**src/rtl/nsm_pkg.sv**
```systemverilog
package nsm_pkg;
  typedef enum logic [1:0] {
    CLS_NONE = 2'b00,
    CLS_SOME = 2'b01,
    CLS_MANY = 2'b10
  } nsm_class_e;

  typedef enum logic [1:0] {
    ST_IDLE,
    ST_RUN,
    ST_CMP,
    ST_FIN
  } nsm_state_e;

  // Index 0 is the full-chain check, 1 and 2 are the split sub-checks.
  localparam int NUM_CHECKS = 3;
endpackage

```
**src/rtl/nsm_misr.sv**
```systemverilog
module nsm_misr #(
  parameter int             W    = 16,
  parameter logic [W-1:0]   POLY = 16'h1021
) (
  input  logic         clk,
  input  logic         rst_n,
  input  logic         clear,
  input  logic         step,
  input  logic [W-1:0] din,
  output logic [W-1:0] sig
);
  logic [W-1:0] fb;

  always_comb begin
    fb = sig[W-1] ? POLY : '0;
  end

  always_ff @(posedge clk or negedge rst_n) begin
    if (!rst_n) begin
      sig <= '0;
    end else if (clear) begin
      sig <= '0;
    end else if (step) begin
      sig <= {sig[W-2:0], 1'b0} ^ fb ^ din;
    end
  end
endmodule

```
**src/rtl/nsm_seq.sv**
```systemverilog
module nsm_seq
  import nsm_pkg::*;
#(
  parameter int LEN_W = 8
) (
  input  logic             clk,
  input  logic             rst_n,
  input  logic             start,
  input  logic [LEN_W-1:0] run_len,
  input  logic             beat_valid,
  output logic             busy,
  output logic             ready,
  output logic             step,
  output logic             clear,
  output logic             cmp_en,
  output logic             fin
);
  nsm_state_e       state;
  logic [LEN_W-1:0] cnt;
  logic [LEN_W-1:0] len_q;
  logic [LEN_W:0]   next_cnt;
  logic             last_beat;

  always_comb begin
    busy      = (state != ST_IDLE);
    ready     = (state == ST_RUN);
    step      = ready && beat_valid;
    clear     = (state == ST_IDLE) && start;
    cmp_en    = (state == ST_CMP);
    fin       = (state == ST_FIN);
    next_cnt  = {1'b0, cnt} + 1'b1;
    last_beat = (next_cnt >= {1'b0, len_q});
  end

  always_ff @(posedge clk or negedge rst_n) begin
    if (!rst_n) begin
      state <= ST_IDLE;
      cnt   <= '0;
      len_q <= '0;
    end else begin
      unique case (state)
        ST_IDLE: if (start) begin
          state <= ST_RUN;
          cnt   <= '0;
          len_q <= run_len;
        end
        ST_RUN: if (beat_valid) begin
          cnt <= next_cnt[LEN_W-1:0];
          if (last_beat) state <= ST_CMP;
        end
        ST_CMP:  state <= ST_FIN;
        ST_FIN:  state <= ST_IDLE;
        default: state <= ST_IDLE;
      endcase
    end
  end
endmodule

```
**src/rtl/nsm_decide.sv**
```systemverilog
module nsm_decide
  import nsm_pkg::*;
(
  input  logic       pass_full,
  input  logic [1:0] pass_part,
  output nsm_class_e cls
);
  logic [1:0] part_fails;

  always_comb begin
    part_fails = 2'(!pass_part[0]) + 2'(!pass_part[1]);
    if (pass_full)            cls = CLS_NONE;
    else if (part_fails == 2) cls = CLS_MANY;
    else                      cls = CLS_SOME;
  end
endmodule

```
**src/rtl/nsm_classifier.sv**
```systemverilog
module nsm_classifier
  import nsm_pkg::*;
#(
  parameter int               SIG_W = 16,
  parameter int               LEN_W = 8,
  parameter logic [SIG_W-1:0] POLY  = 16'h1021
) (
  input  logic             clk,
  input  logic             rst_n,
  input  logic             start_i,
  input  logic [LEN_W-1:0] run_len_i,
  output logic             busy_o,
  input  logic             beat_valid_i,
  output logic             beat_ready_o,
  input  logic [SIG_W-1:0] beat_a_i,
  input  logic [SIG_W-1:0] beat_b_i,
  input  logic [SIG_W-1:0] beat_c_i,
  input  logic [SIG_W-1:0] gold_a_i,
  input  logic [SIG_W-1:0] gold_b_i,
  input  logic [SIG_W-1:0] gold_c_i,
  output logic [1:0]       class_o,
  output logic             done_o
);
  localparam int NC = NUM_CHECKS;

  logic             step, clear, cmp_en, fin;
  logic [SIG_W-1:0] beats [NC];
  logic [SIG_W-1:0] golds [NC];
  logic [SIG_W-1:0] sigs  [NC];
  logic [NC-1:0]    pass_q;
  nsm_class_e       cls_d;
  logic [1:0]       class_q;
  logic             done_q;

  always_comb begin
    beats[0] = beat_a_i;
    beats[1] = beat_b_i;
    beats[2] = beat_c_i;
    golds[0] = gold_a_i;
    golds[1] = gold_b_i;
    golds[2] = gold_c_i;
  end

  nsm_seq #(.LEN_W(LEN_W)) u_seq (
    .clk        (clk),
    .rst_n      (rst_n),
    .start      (start_i),
    .run_len    (run_len_i),
    .beat_valid (beat_valid_i),
    .busy       (busy_o),
    .ready      (beat_ready_o),
    .step       (step),
    .clear      (clear),
    .cmp_en     (cmp_en),
    .fin        (fin)
  );

  for (genvar i = 0; i < NC; i++) begin : g_chk
    nsm_misr #(.W(SIG_W), .POLY(POLY)) u_misr (
      .clk   (clk),
      .rst_n (rst_n),
      .clear (clear),
      .step  (step),
      .din   (beats[i]),
      .sig   (sigs[i])
    );

    always_ff @(posedge clk or negedge rst_n) begin
      if (!rst_n)      pass_q[i] <= 1'b0;
      else if (cmp_en) pass_q[i] <= (sigs[i] == golds[i]);
    end
  end

  nsm_decide u_decide (
    .pass_full (pass_q[0]),
    .pass_part (pass_q[2:1]),
    .cls       (cls_d)
  );

  always_ff @(posedge clk or negedge rst_n) begin
    if (!rst_n) begin
      class_q <= CLS_NONE;
      done_q  <= 1'b0;
    end else begin
      done_q <= fin;
      if (fin) class_q <= cls_d;
    end
  end

  assign class_o = class_q;
  assign done_o  = done_q;
endmodule

```
**config.mk**
```make
export PLATFORM = sky130hd
export DESIGN_NAME = nsm_classifier
export DESIGN_NICKNAME = d
export VERILOG_FILES = /design/src/rtl/nsm_pkg.sv /design/src/rtl/nsm_misr.sv /design/src/rtl/nsm_seq.sv /design/src/rtl/nsm_decide.sv /design/src/rtl/nsm_classifier.sv
export SDC_FILE = /design/constraint.sdc
export NUM_CORES = 1
export LEC_CHECK = 0
export BUFFER_PORTS_ARGS = -buffer_cell sky130_fd_sc_hd__buf_2
export CORE_MARGIN = 5
export CORE_UTILIZATION = 30
export CTS_CLUSTER_SIZE = 24
export DETAILED_ROUTE_END_ITERATION = 8
export PLACE_DENSITY = 0.47
export REMOVE_ABC_BUFFERS = 1
export SLEW_MARGIN = 5
export SYNTH_ARGS = -nofsm -noshare
export SYNTH_HDL_FRONTEND = slang
export SYNTH_SLANG_ARGS = --single-unit
export TNS_END_PERCENT = 30
```
**constraint.sdc**
```tcl
create_clock -name clk -period 2.65 [get_ports clk]
set_input_delay 0.53 -clock clk [delete_from_list [all_inputs] [get_ports clk]]
set_output_delay 0.53 -clock clk [all_outputs]
set_load 0.1 [all_outputs]
```
# Word level (Yosys, flattened, before mapping)
# Cells that the tools add are included.
dict set report classes {
  n_reduce_logical 11
  add_sub_neg 2
  n_bitwise 6
  n_eq_ne 10
  magnitude_cmp 1
  n_mux 18
}
# operator count
set ops {}
lappend ops {{two-way mux 16 bit} 6}
lappend ops {{XOR 16 bit} 6}
lappend ops {{== test 16 bit} 3}
lappend ops {{two-way mux 13 bit} 3}
lappend ops {{two-way mux 8 bit} 2}
lappend ops {{one-hot mux 8 bit (2 select lines)} 1}
lappend ops {{two-way mux 2 bit} 5}
lappend ops {{adder 8 x 1 -> 9 bit (second input constant)} 1}
lappend ops {{greater-or-equal comparator 9 x 8 -> 1 bit} 1}
lappend ops {{one-hot mux 2 bit (4 select lines)} 1}
lappend ops {{== test 2 bit (second input constant)} 3}
lappend ops {{AND reduction 3 bit} 2}
lappend ops {{nonzero test 2 bit} 3}
lappend ops {{inequality test 2 bit (second input constant)} 2}
lappend ops {{adder 1 x 1 -> 2 bit} 1}
lappend ops {{== test 2 x 1 -> 1 bit (second input constant)} 1}
lappend ops {{logical AND 1 bit} 2}
lappend ops {{logical NOT 1 bit} 2}
lappend ops {{logical NOT 2 bit} 1}
lappend ops {{inequality test 2 x 1 -> 1 bit (second input constant)} 1}
lappend ops {{AND reduction 2 bit} 1}
dict set report word_totals {
  ff_bits 72
  word_cells 59
}

# Depth between registers and ports, before layout
dict set report depth {
  ltp_word 5
  mapped_depth 10
  depth_no_buf 10
}

# By module
# From an unflattened synthesis, not the netlist that was laid out.
dict set report hier_totals {
  cells_unflattened 395
  hier_area_um2 4195.3
}
# module instances cells_per_inst area_each_um2 seq_area_each_um2
set by_module_without_submodules {}
lappend by_module_without_submodules {nsm_misr 3 69 784.5 400.4}
lappend by_module_without_submodules {nsm_seq 1 112 1106.1 450.4}
lappend by_module_without_submodules {nsm_classifier 1 74 720.7 150.1}
lappend by_module_without_submodules {nsm_decide 1 2 15.0 0.0}

# Least setup slack after synthesis
# OpenSTA, ideal clock, no wires.
dict set report synth_path {
  kind {register to register}
  startpoint {register u_seq.state[1]}
  endpoint {register g_chk[1].u_misr.sig[12]}
  path_stages_with_launch 8
  setup_ns 0.121
  t_arrival_ns 2.256
  path_buffers 3
  path_slack_ns 0.273
  required_ns 2.529
  path_cell_list {dfrtp_1 inv_1 ha_1 buf_2 a22oi_1 buf_2 buf_2 a22o_1}
}
dict set report synth_between {
  elab_chain_len 3
  word_cells_on_any_way 6
  classes_between {1 x eq/ne; 1 x mux; 4 x reduce/logical}
}
# element line
set synth_lines {}
lappend synth_lines {{start: declaration} nsm_seq.sv:18} ;# nsm_state_e state;
lappend synth_lines {{start signal: assignment} nsm_seq.sv:37} ;# state <= ST_IDLE;
lappend synth_lines {{start signal: assignment} nsm_seq.sv:43} ;# state <= ST_RUN;
lappend synth_lines {{start signal: assignment} nsm_seq.sv:49} ;# if (last_beat) state <= ST_CMP;
lappend synth_lines {{== test 2 x 1 -> 1 bit} nsm_seq.sv:26} ;# ready = (state == ST_RUN);
lappend synth_lines {{named net beat_ready_o} nsm_classifier.sv:14} ;# output logic beat_ready_o,
lappend synth_lines {{logical AND 1 bit} nsm_seq.sv:27} ;# step = ready && beat_valid;
lappend synth_lines {{nonzero test 2 bit (no source line)} n/a}
lappend synth_lines {{end signal: assignment} nsm_misr.sv:24} ;# sig <= {sig[W-2:0], 1'b0} ^ fb ^ din;
lappend synth_lines {{end: declaration} nsm_misr.sv:10} ;# output logic [W-1:0] sig
# The timed path passes the listed nets, and every way through them passes these cells.
# A chain may end at the register's enable or synchronous reset.

# Worst setup path after layout
dict set report layout_path {
  startpoint {register u_seq.cnt[0]}
  endpoint {register u_seq.state[0]}
}
dict set report layout_between {
  elab_chain_len 4
}
# element line
set layout_lines {}
lappend layout_lines {{start: declaration} nsm_seq.sv:19} ;# logic [LEN_W-1:0] cnt;
lappend layout_lines {{start signal: assignment} nsm_seq.sv:48} ;# cnt <= next_cnt[LEN_W-1:0];
lappend layout_lines {{adder 8 x 1 -> 9 bit} nsm_seq.sv:31} ;# next_cnt = {1'b0, cnt} + 1'b1;
lappend layout_lines {{greater-or-equal comparator 9 x 8 -> 1 bit} nsm_seq.sv:32} ;# last_beat = (next_cnt >= {1'b0, len_q});
lappend layout_lines {{inequality test 2 x 1 -> 1 bit (no source line)} n/a}
lappend layout_lines {{AND reduction 3 bit (no source line)} n/a}
# Every way passes these cells.

==> reports/results.txt <==
The logs give 0.002117 sq mm for the area taken by multi-input logic gates and 0.29 ns for the flop-to-flop setup slack. For this design, the sink count on the clock tree is 72. In this run the tightest slew margin relative to its limit is 60.15%. The initial utilization of the core area, before any placement, comes to 30.55%. TritonCTS built the clock tree. The tools report the upper clock frequency limit as 0.4237 GHz. The ratio of routed vias to standard cells came out at 4.719. The worst path meets setup with 0.2900 ns of slack.

The maximum clock insertion buffer count was 2. The run gives 0.7543 as the placer congestion estimate. The tree is rooted in a sky130_fd_sc_hd__clkbuf_16. Of all flip-flops after synthesis, the portion carrying an async set or reset was 100.0%. The logs give 9 for the CTS buffer count and 7.432 mm for the placed wire-length estimate after detailed placement. Post-CTS repair changed the size of 0 cells. In the routed design, unresolved DRC markers number 0. The nature of the critical path endpoint is a flip-flop. The clock tree skew after final layout came out at 0.004127 ns. Clock-pin slew reported for the worst setup and hold paths after clock tree synthesis: 0.06 ns.

The tools report the proportion of synthesized chip area in sequential cells as 44.71%. The worst setup path is launched from a flip-flop. Buffers placed on the I/O ports in this run total 112.

The number of endpoints with negative hold slack in the final report came out at 0. The initialized floorplan defines 42 standard-cell rows. The run gives 0.01319 sq mm as the placeable core area.

Summing all flip-flop and latch instances after layout gives 0.001802 sq mm. The number of cells on the worst reg-to-reg path is 10. After technology mapping, the gate count stands at 351. The total instance count after detailed placement is 628, and the data required time of the worst path is 2.89 ns. The static leakage was 0.002417 uW. The number of diodes came out at 0. Fill cells in the final layout number 1327. The top cell types in the final layout, fill and taps aside, are 111 x sky130_fd_sc_hd__buf_2, 72 x sky130_fd_sc_hd__dfrtp_1, 64 x sky130_fd_sc_hd__xnor2_1. Setup violations remaining at the end of the flow were counted as 0. Max-slew violation total from the final report: 0.

The time the worst path needs with I/O delays and setup was 2.360 ns; the maximum fanout along the worst path was 6. The overall die height was 125.9 microns. On the final layout, the worst hold slack is 0.1385 ns. The library cell used most frequently in the layout, excluding fill and tap cells, is sky130_fd_sc_hd__buf_2. The pre-antenna-repair detailed-routing pass consisted of 5 iterations.

In the synthesized netlist the dominant register cell turns out to be sky130_fd_sc_hd__dfrtp_1. The tools report the number of nets with antenna violations after detailed routing as 0. After the first detailed-routing iteration, the DRC count stood at 146. The routed layout has 3039 vias.

Excluding fillers, the count of instances in the completed layout stands at 644. The final layout contains routed wiring with a total length of 9.898 mm. Cells fill 38.62% of the core in the end. The flow ran to the end, and the final reports show no timing, DRC or antenna violations.

The maximum level of the CTS H-tree was 3. The worst register-to-register path ends at u_seq.state[0]$_DFFE_PN0P_. In this run, post-CTS hold repair placed 0 buffers.

After synthesis, the mean cell area works out to 11.48 sq um. From left edge to right edge, the die measures 125.9 microns. Across every metal layer, demand over resource in global routing totals 12.96%. STA puts the critical path data arrival time at 2.60 ns. In this run the post-CTS setup repair buffer count came out at 0. For the via count of the first global-routing pass, the log shows 3246. The netlist uses 35 different library cells. Of the available clock period, the critical path in the final layout requires 89.06%. Setup repair after global routing left no endpoint under its margin. The critical path in this run is classified as reg2reg. The maximum resistive drop on vdd is 0.0003328 V, and the clock insertion delay at the later pin of the skew report is 0.33 ns. The initial antenna violation count is 0.

Type of the most critical hold path: in2async. The number of storage elements in the synthesis netlist is 72. At the pin with the least slew margin, the transition time is 0.5978 ns. Across the run, the number of max-cap violations was 0. The area growth from synthesis to layout is 26.39%. Maximum number of pins on one net before global-route repair: 49. The power density over the cells is 1114 mW/mm^2, and the overflow left after global routing is 0. The Yosys step of the flow raised 0 warnings.

Summing every instance area after synthesis gives 0.004030 sq mm. The startpoint identified for the worst register-to-register timing path is u_seq.cnt[0]$_DFFE_PN0P_. The floorplan step defined a die boundary enclosing 0.01585 sq mm. The net total in the final layout came out at 584. The first global-routing pass estimated 16.66 mm of wire. The worst-case setup slack after placement is 0.3187 ns, and the count of boundary I/O pins is 113.

The number of synthesized flops with an enable pin is 0, and the share of layout cells above drive strength 1 is 31.41%. In the final routed layout, each cell accounts on average for 15.37 microns.
[worst max path at each step]
| stage | start | end | slack [ns] | depth (start not counted) |
|---|---|---|---|---|
| floorplan | u_seq.state[1]$_DFFE_PN0P_ | g_chk[0].u_misr.sig[0]$_DFFE_PN0P_ | -0.86 | 4 |
| global placement | u_seq.cnt[0]$_DFFE_PN0P_ | u_seq.state[0]$_DFFE_PN0P_ | 0.40 | 10 |
| detailed placement | u_seq.cnt[0]$_DFFE_PN0P_ | u_seq.state[0]$_DFFE_PN0P_ | 0.32 | 10 |
| CTS | u_seq.cnt[0]$_DFFE_PN0P_ | u_seq.state[0]$_DFFE_PN0P_ | 0.28 | 10 |
| global route | u_seq.cnt[2]$_DFFE_PN0P_ | u_seq.state[0]$_DFFE_PN0P_ | 0.12 | 10 |
| finish | u_seq.cnt[0]$_DFFE_PN0P_ | u_seq.state[0]$_DFFE_PN0P_ | 0.29 | 10 |
[Yosys cell counts (2+ instances only)]
cell type                   n  area, sq um
sky130_fd_sc_hd__inv_1     13        48.80
sky130_fd_sc_hd__a22o_1    53        464.2
sky130_fd_sc_hd__nor4_1     3        18.77
sky130_fd_sc_hd__o21a_1     2        15.01
sky130_fd_sc_hd__o21ai_0    5        25.02
sky130_fd_sc_hd__xnor2_1   64        560.5
sky130_fd_sc_hd__dfrtp_1   72         1802
sky130_fd_sc_hd__nor2_1     5        18.77
sky130_fd_sc_hd__nand4_1   13        81.33
sky130_fd_sc_hd__clkbuf_1   7        26.28
sky130_fd_sc_hd__ha_1      13        162.7
sky130_fd_sc_hd__nand3_1    8        40.04
sky130_fd_sc_hd__buf_2      6        30.03
sky130_fd_sc_hd__mux2_2    11        123.9
sky130_fd_sc_hd__and3_1     2        12.51
sky130_fd_sc_hd__nand2_1    6        22.52
sky130_fd_sc_hd__xor2_1    44        385.4
sky130_fd_sc_hd__a21oi_1    3        15.01
sky130_fd_sc_hd__nand2b_1   5        31.28
[area by class of cell]
type                       count  share of cell area, %
timing repair buffer         115                  11.74
tap                          176                  4.323
multi-input combinational    252                  41.56
inverter                      13                 0.9580
clock buffer                  11                  4.962
clock inverter                 5                  1.081
sequential                    72                  35.37
[layer usage]
metal,share of wire (%),track usage [%],vias to the layer above
met5,0,0,-
met4,1.4,4.921,0
met3,5.2,3.048,9
met2,45,19.03,90
met1,48,18.50,1478
li1,-,-,1462
[registers in the layout, summed over array words and instances, names as in the netlist]
signal and cells:
g_chk.u_misr.sig 48, class_o 2, u_seq.state 2, pass_q 3, u_seq.len_q 8, u_seq.cnt 8, done_o 1
[power by group]
part,total [uW],switching (uW),internal (uW)
Sequential,2090,514,1570
Combinational,2340,1190,1150
Clock,1250,470,777
[critical path, cell delays in order, from the launching register on]
cell and delay, ns:
sky130_fd_sc_hd__dfrtp_1 0.43, sky130_fd_sc_hd__ha_1 0.29, sky130_fd_sc_hd__and2_4 0.20, sky130_fd_sc_hd__nand2_1 0.06, sky130_fd_sc_hd__xnor2_1 0.16, sky130_fd_sc_hd__ha_1 0.31, sky130_fd_sc_hd__and3_1 0.18, sky130_fd_sc_hd__nand3_1 0.08
sky130_fd_sc_hd__o21a_1 0.21, sky130_fd_sc_hd__a31o_1 0.21, sky130_fd_sc_hd__a32oi_1 0.14
[per-stage QoR]
step	area, sq um	setup TNS [ns]	power (uW)
after floorplan	3963	-41.37	3826
after global placement	4786	0	4427
after detailed placement	4786	0	4473
after CTS	5094	0	5761
after global routing	5094	0	6120
final	5094	0	5674
[kinds of logic (layout without fill, tap and decap cells)]
logic type	Yosys count	after routing	share of synthesized area, %
XOR/XNOR	108	108	23.47
flip-flops	72	72	44.71
AND/OR/NAND/NOR	48	48	6.738
adder cells (fa/ha/maj)	13	13	4.036
AO/OA/AOI/OAI	72	72	15.09
multiplexers	11	11	3.074
buffers and inverters	27	144	2.888
No activity file was read; power rests on OpenSTA's default activity.
